===== config.mk =====
export PLATFORM = sky130hd
export DESIGN_NAME = bitmask_cycle_seq
export DESIGN_NICKNAME = d
export VERILOG_FILES = /design/src/rtl/bitmask_seq_pkg.sv /design/src/rtl/cmd_mask_map.sv /design/src/rtl/low_bit_split.sv /design/src/rtl/bitmask_cycle_seq.sv
export SDC_FILE = /design/constraint.sdc
export NUM_CORES = 1
export LEC_CHECK = 0
export BUFFER_PORTS_ARGS = -buffer_cell sky130_fd_sc_hd__buf_2
export CORE_MARGIN = 5
export CORE_UTILIZATION = 47
export DETAILED_ROUTE_END_ITERATION = 10
export GPL_TIMING_DRIVEN = 1
export PLACE_DENSITY = 0.79
export SLEW_MARGIN = 20
export SYNTH_ARGS = -nofsm -noshare
export SYNTH_HDL_FRONTEND = slang
export SYNTH_HIERARCHICAL = 1
export SYNTH_SLANG_ARGS = --single-unit
export TNS_END_PERCENT = 5

===== constraint.sdc =====
create_clock -name clk -period 2.25 [get_ports clk]
set_input_delay 0.5625 -clock clk [delete_from_list [all_inputs] [get_ports clk]]
set_output_delay 0.5625 -clock clk [all_outputs]
set_load 0.01 [all_outputs]

===== src/rtl/bitmask_seq_pkg.sv =====
package bitmask_seq_pkg;
  localparam int DEF_CMD = 8;
  localparam int DEF_CYC = 8;

  // Row k is the cycle mask of command line k (row 7 in the top byte).
  localparam logic [DEF_CMD-1:0][DEF_CYC-1:0] DEF_MAP = {
    8'b01100100,  // k7
    8'b11111111,  // k6
    8'b10000001,  // k5
    8'b00011000,  // k4
    8'b00000101,  // k3
    8'b00000011,  // k2
    8'b00000001,  // k1
    8'b00000000   // k0
  };
endpackage


===== src/rtl/cmd_mask_map.sv =====
module cmd_mask_map #(
  parameter int N_CMD = 8,
  parameter int N_CYC = 8,
  parameter logic [N_CMD-1:0][N_CYC-1:0] MAP = '0
) (
  input  logic [N_CMD-1:0] cmd_line,
  output logic [N_CYC-1:0] cyc_mask
);
  // Each cycle bit is an OR over every command line that needs that cycle.
  for (genvar j = 0; j < N_CYC; j++) begin : g_bit
    logic [N_CMD-1:0] users;
    for (genvar i = 0; i < N_CMD; i++) begin : g_cmd
      assign users[i] = cmd_line[i] & MAP[i][j];
    end
    assign cyc_mask[j] = |users;
  end
endmodule


===== src/rtl/low_bit_split.sv =====
module low_bit_split #(
  parameter int W = 8
) (
  input  logic [W-1:0] vec,
  output logic [W-1:0] lowest,
  output logic [W-1:0] remainder
);
  assign lowest    = vec & (~vec + W'(1));
  assign remainder = vec & (vec - W'(1));
endmodule


===== src/rtl/bitmask_cycle_seq.sv =====
module bitmask_cycle_seq
  import bitmask_seq_pkg::*;
#(
  parameter int N_CMD = DEF_CMD,
  parameter int N_CYC = DEF_CYC,
  parameter logic [N_CMD-1:0][N_CYC-1:0] CMD_MAP = DEF_MAP
) (
  input  logic             clk,
  input  logic             rst,
  input  logic [N_CMD-1:0] cmd_line,
  input  logic             cmd_valid,
  output logic             cmd_ready,
  output logic [N_CYC-1:0] cyc_en,
  output logic             busy,
  output logic             pc_hold
);
  localparam logic [N_CYC-1:0] EMPTY = '0;

  logic [N_CYC-1:0] mapped, mask_q, mask_d, en_q;
  logic [N_CYC-1:0] low_cur, rest_cur, low_nxt, rest_nxt;
  logic             idle;

  cmd_mask_map #(.N_CMD(N_CMD), .N_CYC(N_CYC), .MAP(CMD_MAP)) u_map (
    .cmd_line (cmd_line),
    .cyc_mask (mapped)
  );

  low_bit_split #(.W(N_CYC)) u_cur (
    .vec       (mask_q),
    .lowest    (low_cur),
    .remainder (rest_cur)
  );

  low_bit_split #(.W(N_CYC)) u_nxt (
    .vec       (mask_d),
    .lowest    (low_nxt),
    .remainder (rest_nxt)
  );

  assign idle = (mask_q == EMPTY);

  always_comb begin
    if (!idle)          mask_d = rest_cur;
    else if (cmd_valid) mask_d = mapped;
    else                mask_d = EMPTY;
  end

  always_ff @(posedge clk) begin
    if (rst) begin
      mask_q <= EMPTY;
      en_q   <= EMPTY;
    end else begin
      mask_q <= mask_d;
      en_q   <= low_nxt;
    end
  end

  assign cmd_ready = idle;
  assign busy      = !idle;
  assign pc_hold   = |en_q;
  assign cyc_en    = en_q;

  // one active cycle at most
  p_onehot_en_r5: assert property (@(posedge clk) disable iff (rst)
    $onehot0(cyc_en));

  // stall and busy track the enable register
  p_hold_matches_r6: assert property (@(posedge clk) disable iff (rst)
    (pc_hold == busy) && (busy == (cyc_en != EMPTY)));

  // each following enable sits at a higher bit
  p_ascending_r4: assert property (@(posedge clk) disable iff (rst)
    busy |=> (cyc_en == EMPTY) || (cyc_en > $past(cyc_en)));

  // an offer while busy drops exactly one bit and loads nothing
  p_busy_ignores_r7: assert property (@(posedge clk) disable iff (rst)
    (busy && cmd_valid) |=> ($countones(mask_q) == $countones($past(mask_q)) - 1));

  // a zero mask does not start a sequence
  p_zero_mask_r8: assert property (@(posedge clk) disable iff (rst)
    (cmd_valid && cmd_ready && mapped == EMPTY) |=> !busy && !pc_hold);

  // reset empties the sequencer
  p_reset_clear_r9: assert property (@(posedge clk)
    rst |=> (cyc_en == EMPTY) && !busy && cmd_ready);

  logic unused_ok;
  assign unused_ok = ^{low_cur, rest_nxt};
endmodule


Yosys cells after proc, flatten, opt, wreduce, memory -nomap -nowiden
Index checks and enable logic that the tools add are counted.

Add/sub/neg operators: 2. Muxes and demuxes: 2. Bitwise gates (word level): 3. Reductions and logical operators: 9.

Operator list (count): 8-bit bitwise AND (2); 8-bit two-way mux (2); 8-bit by 1-bit adder with 8-bit output, second input constant (1); 8-bit logical NOT (1); 8-bit inverter (1); 2-bit OR reduction (4); 8-bit OR reduction (1); 8-bit by 1-bit subtractor with 8-bit output, second input constant (1); 5-bit OR reduction (1); 3-bit OR reduction (1); 1-bit logical NOT (1).

Register bits: 16. Input bits: 11. Output and inout port bits: 11.

Logic depth before layout (Yosys ltp)
Depth after elaboration: 6. Gate-level depth with buffers: 8. Mapped depth without buffers: 8.

Modules after synthesis
The synthesis kept the hierarchy.

Modules (own cells, without submodules): bitmask_cycle_seq (instances 1, cells an instance 77, area an instance 648.1 sq um); low_bit_split (instances 2, cells an instance 21, area an instance 152.6 sq um); cmd_mask_map (instances 1, cells an instance 8, area an instance 53.8 sq um).

Worst setup path after synthesis
OpenSTA, ideal clock, no wires.

Kind: input to register. From: in cmd_line[2]. To: reg en_q[6] (netlist: cyc_en[6]). Arrival time: 2384 ps. Required time: 2184 ps. Setup slack: -200 ps. Cell stages on the path: 8. Path buffers: 0. Cells stage by stage: or2_1 > or4_1 > nand2_1 > or3_1 > nand2_1 > or4_4 > nor4b_2 > nor2b_1.

Longest elaborated chain between the ends: 6.

RTL lines: start, declared (RTL line bitmask_cycle_seq.sv:10) `input logic [N_CMD-1:0] cmd_line,`; 5-bit OR reduction (RTL line cmd_mask_map.sv:15) `assign cyc_mask[j] = |users;`; via mapped[0] (RTL line bitmask_cycle_seq.sv:19) `logic [N_CYC-1:0] mapped, mask_q, mask_d, en_q;`; 8-bit two-way mux (RTL line bitmask_cycle_seq.sv:44) `else if (cmd_valid) mask_d = mapped;`; 8-bit two-way mux (RTL line bitmask_cycle_seq.sv:43) `if (!idle) mask_d = rest_cur;`; via mask_d[0] (RTL line bitmask_cycle_seq.sv:19); 8-bit inverter (RTL line low_bit_split.sv:8) `assign lowest = vec & (~vec + W'(1));`; 8-bit by 1-bit adder with 8-bit output (RTL line low_bit_split.sv:8); 8-bit bitwise AND (RTL line low_bit_split.sv:8); via low_nxt[6] (RTL line bitmask_cycle_seq.sv:20) `logic [N_CYC-1:0] low_cur, rest_cur, low_nxt, rest_nxt;`; end signal, assigned (RTL line bitmask_cycle_seq.sv:54) `en_q <= low_nxt;`; end, declared (RTL line bitmask_cycle_seq.sv:19).

The timed path passes the listed nets, and every way through them passes these cells. A chain may end at the register's enable or synchronous reset.

Worst setup path after layout
From: reg mask_q[6]. To: out busy.

Longest elaborated chain between the ends: 2.

RTL lines: start, declared (RTL line bitmask_cycle_seq.sv:19); start signal, assigned (RTL line bitmask_cycle_seq.sv:53) `mask_q <= mask_d;`; 8-bit logical NOT (RTL line bitmask_cycle_seq.sv:40) `assign idle = (mask_q == EMPTY);`; 1-bit logical NOT (RTL line bitmask_cycle_seq.sv:59) `assign busy = !idle;`; end, declared (RTL line bitmask_cycle_seq.sv:14) `output logic busy,`.

Every way passes these cells.

==> out/results.ini <==
[outcome]
outcome = completed

[sta]
fin_skew_ns = 0.00117
final_min_period_over_clock_period_pct = 97.3
period_needed_ns = 2.19
finalHoldWorstSlack_ns = 0.626
timing_hold_violations_final = 0
setup_repair_after_global_routing_missed_its_margin = true
fin_tns_setup_ns = 0
maximum_clock_rate_mhz = 457
drv_slew = 0
report.final.setup_viol = 0

[global_routing]
grt_overflow_total = 0
pin_count_of_the_biggest_net_entering_global_routing = 17
number_of_antenna_violations_at_the_first_check_in_global_routing = 0
grt_use_total_pct = 16.2
grt_pass1_vias = 855
grt_pass1_wl_mm = 3.42

[final_layout]
post-route-cell-area_um2 = 1160
antennaDiodeCount = 0
final_net_count = 153
layout-drive-gt1-share_pct = 39.7
final_core_util_pct = 65.8
sequential_cell_area_um2 = 322
multiInputGateArea_um2 = 533
area.growth.synth_to_final_pct = 31.6
n_fill_cell = 158
commonest_non_fill_non_tap_cell_in_the_layout = buf_2
layout_common_cells = 20 x buf_2, 15 x nand2_1, 15 x dfxtp_1, 15 x buf_4, 10 x nor2b_1

[setup_path]
arrival_ns = 1.63
setup.worst_path.class = reg -> out
reg2regPathDepth = 8
max_stage_delay_ns = 0.59
worst_path_max_delay_cell = or4_4
crit_path_start_kind = flop
path_max_fanout = 8
cp_capture_type = output pin
worstPathRequired_ns = 1.69
crit_path_cell_trace = or4_4, buf_6, nor2_4, inv_1, buf_2

[floorplanning]
floorplan.die.width_um = 53.3
floorplan.rows = 15
fp.coreArea_um2 = 1760
io-pin-count = 22
die_h_um = 53.3
floorplan.die_area_um2 = 2840
initial_core_util_pct = 50.0

[min_path]
timing.hold.worst_path_depth = 2
worstHoldPathType = in -> reg

[logic_synthesis]
synthesis.yosys.warnings = 6
synth_area_um2 = 882
synth.net_count = 121
synthCells = 110
synth_area_per_cell_um2 = 8.02

[clock_tree]
ctsHtreeMaxLevel = 1
tritoncts = built
cts_inserted_buffers = 3
clockBufferDepth = 2
clkLatencyLatePin_ns = 0.29
cts_sinks = 16
clock_input_transition_at_the_sequential_cells_of_the_worst_setup_and_hold_paths_ns = 0.09
clock-root-buffer = clkbuf_4

[power]
power.total_w = 0.00202
power.leakage_nw = 0.546
p_per_area_nw_per_um2 = 1740
ir_drop_mv = 1.27

[drt]
avgViaCountPerCell = 5.01
detail-route-antenna-nets = 0
wl_per_cell_um = 11.6
dr_total_vias = 831
route.final.wire_length_mm = 1.93
drtPass1Iterations = 6
drt_iter0_markers = 19
route.detailed.drc = 0

[place]
dp_hpwl_mm = 1.48
gp_congestion = 0.868
placedInstanceArea_um2 = 1070
port-buffer-count = 20

[run]
cap_viol_max_count = 0

-- registers in the layout (all words and copies together), names as in the netlist --
| signal | cells |
|---|---|
| cyc_en | 8 |
| mask_q | 8 |
-- path summary, 6_finish.rpt --
| path | endpoint | slack (ns) | start |
|---|---|---|---|
| setup / recovery | busy | 0.06 | mask_q[6] |
| setup reg to reg | cyc_en[7] | 0.08 | mask_q[6] |
| hold reg to reg | mask_q[5] | 0.67 | mask_q[5] |
| hold / removal | mask_q[6] | 0.63 | rst |
-- metal layers --
layer | global-route usage, % | vias to the layer above | part of all wire, %
li1 | - | 440 | -
met1 | 19.4 | 365 | 45
met2 | 25.5 | 21 | 48
met3 | 1.97 | 5 | 4.2
met4 | 12.8 | 0 | 2.4
met5 | 0 | - | 0
-- through the flow --
stage          std cells  worst slack [ns]
6_report             166            0.0612
5_1_grt              166          -0.00914
4_1_cts              164           0.00861
3_5_place_dp         160            -0.223
3_3_place_gp         160            -0.197
2_1_floorplan        110           -0.0739
-- final cells by class --
class / count / share of cell area (%)
Sequential cell: 16 / 27.7
Timing Repair Buffer: 37 / 20.3
Clock buffer: 4 / 3.13
Inverter: 1 / 0.323
Multi-Input combinational cell: 83 / 45.9
Tap cell: 25 / 2.69
-- timing repair --
action / CTS / global route
resized for setup: 2 / 9
hold buffers: 0 / 0
buffers inserted: 0 / 2
setup endpoints to repair: 3 / 5
pin swaps: 0 / 4
-- worst max-delay path, delay by kind of cell, from the launching register on --
| family | cells | cell delay, ns |
|---|---|---|
| buf+inv | 3 | 0.34 |
| simple gates | 2 | 0.68 |
| flops | 1 | 0.33 |
-- report_power, final --
group	switching (W)	leakage (nW)	total, W	internal (W)
registers	0.0000632	0.131	0.000439	0.000376
clock network	0.0000903	0.0210	0.000189	0.0000986
logic	0.000681	0.394	0.00139	0.000710
total	0.000834	0.546	0.00202	0.00119
(Power assumes the default switching activity.)
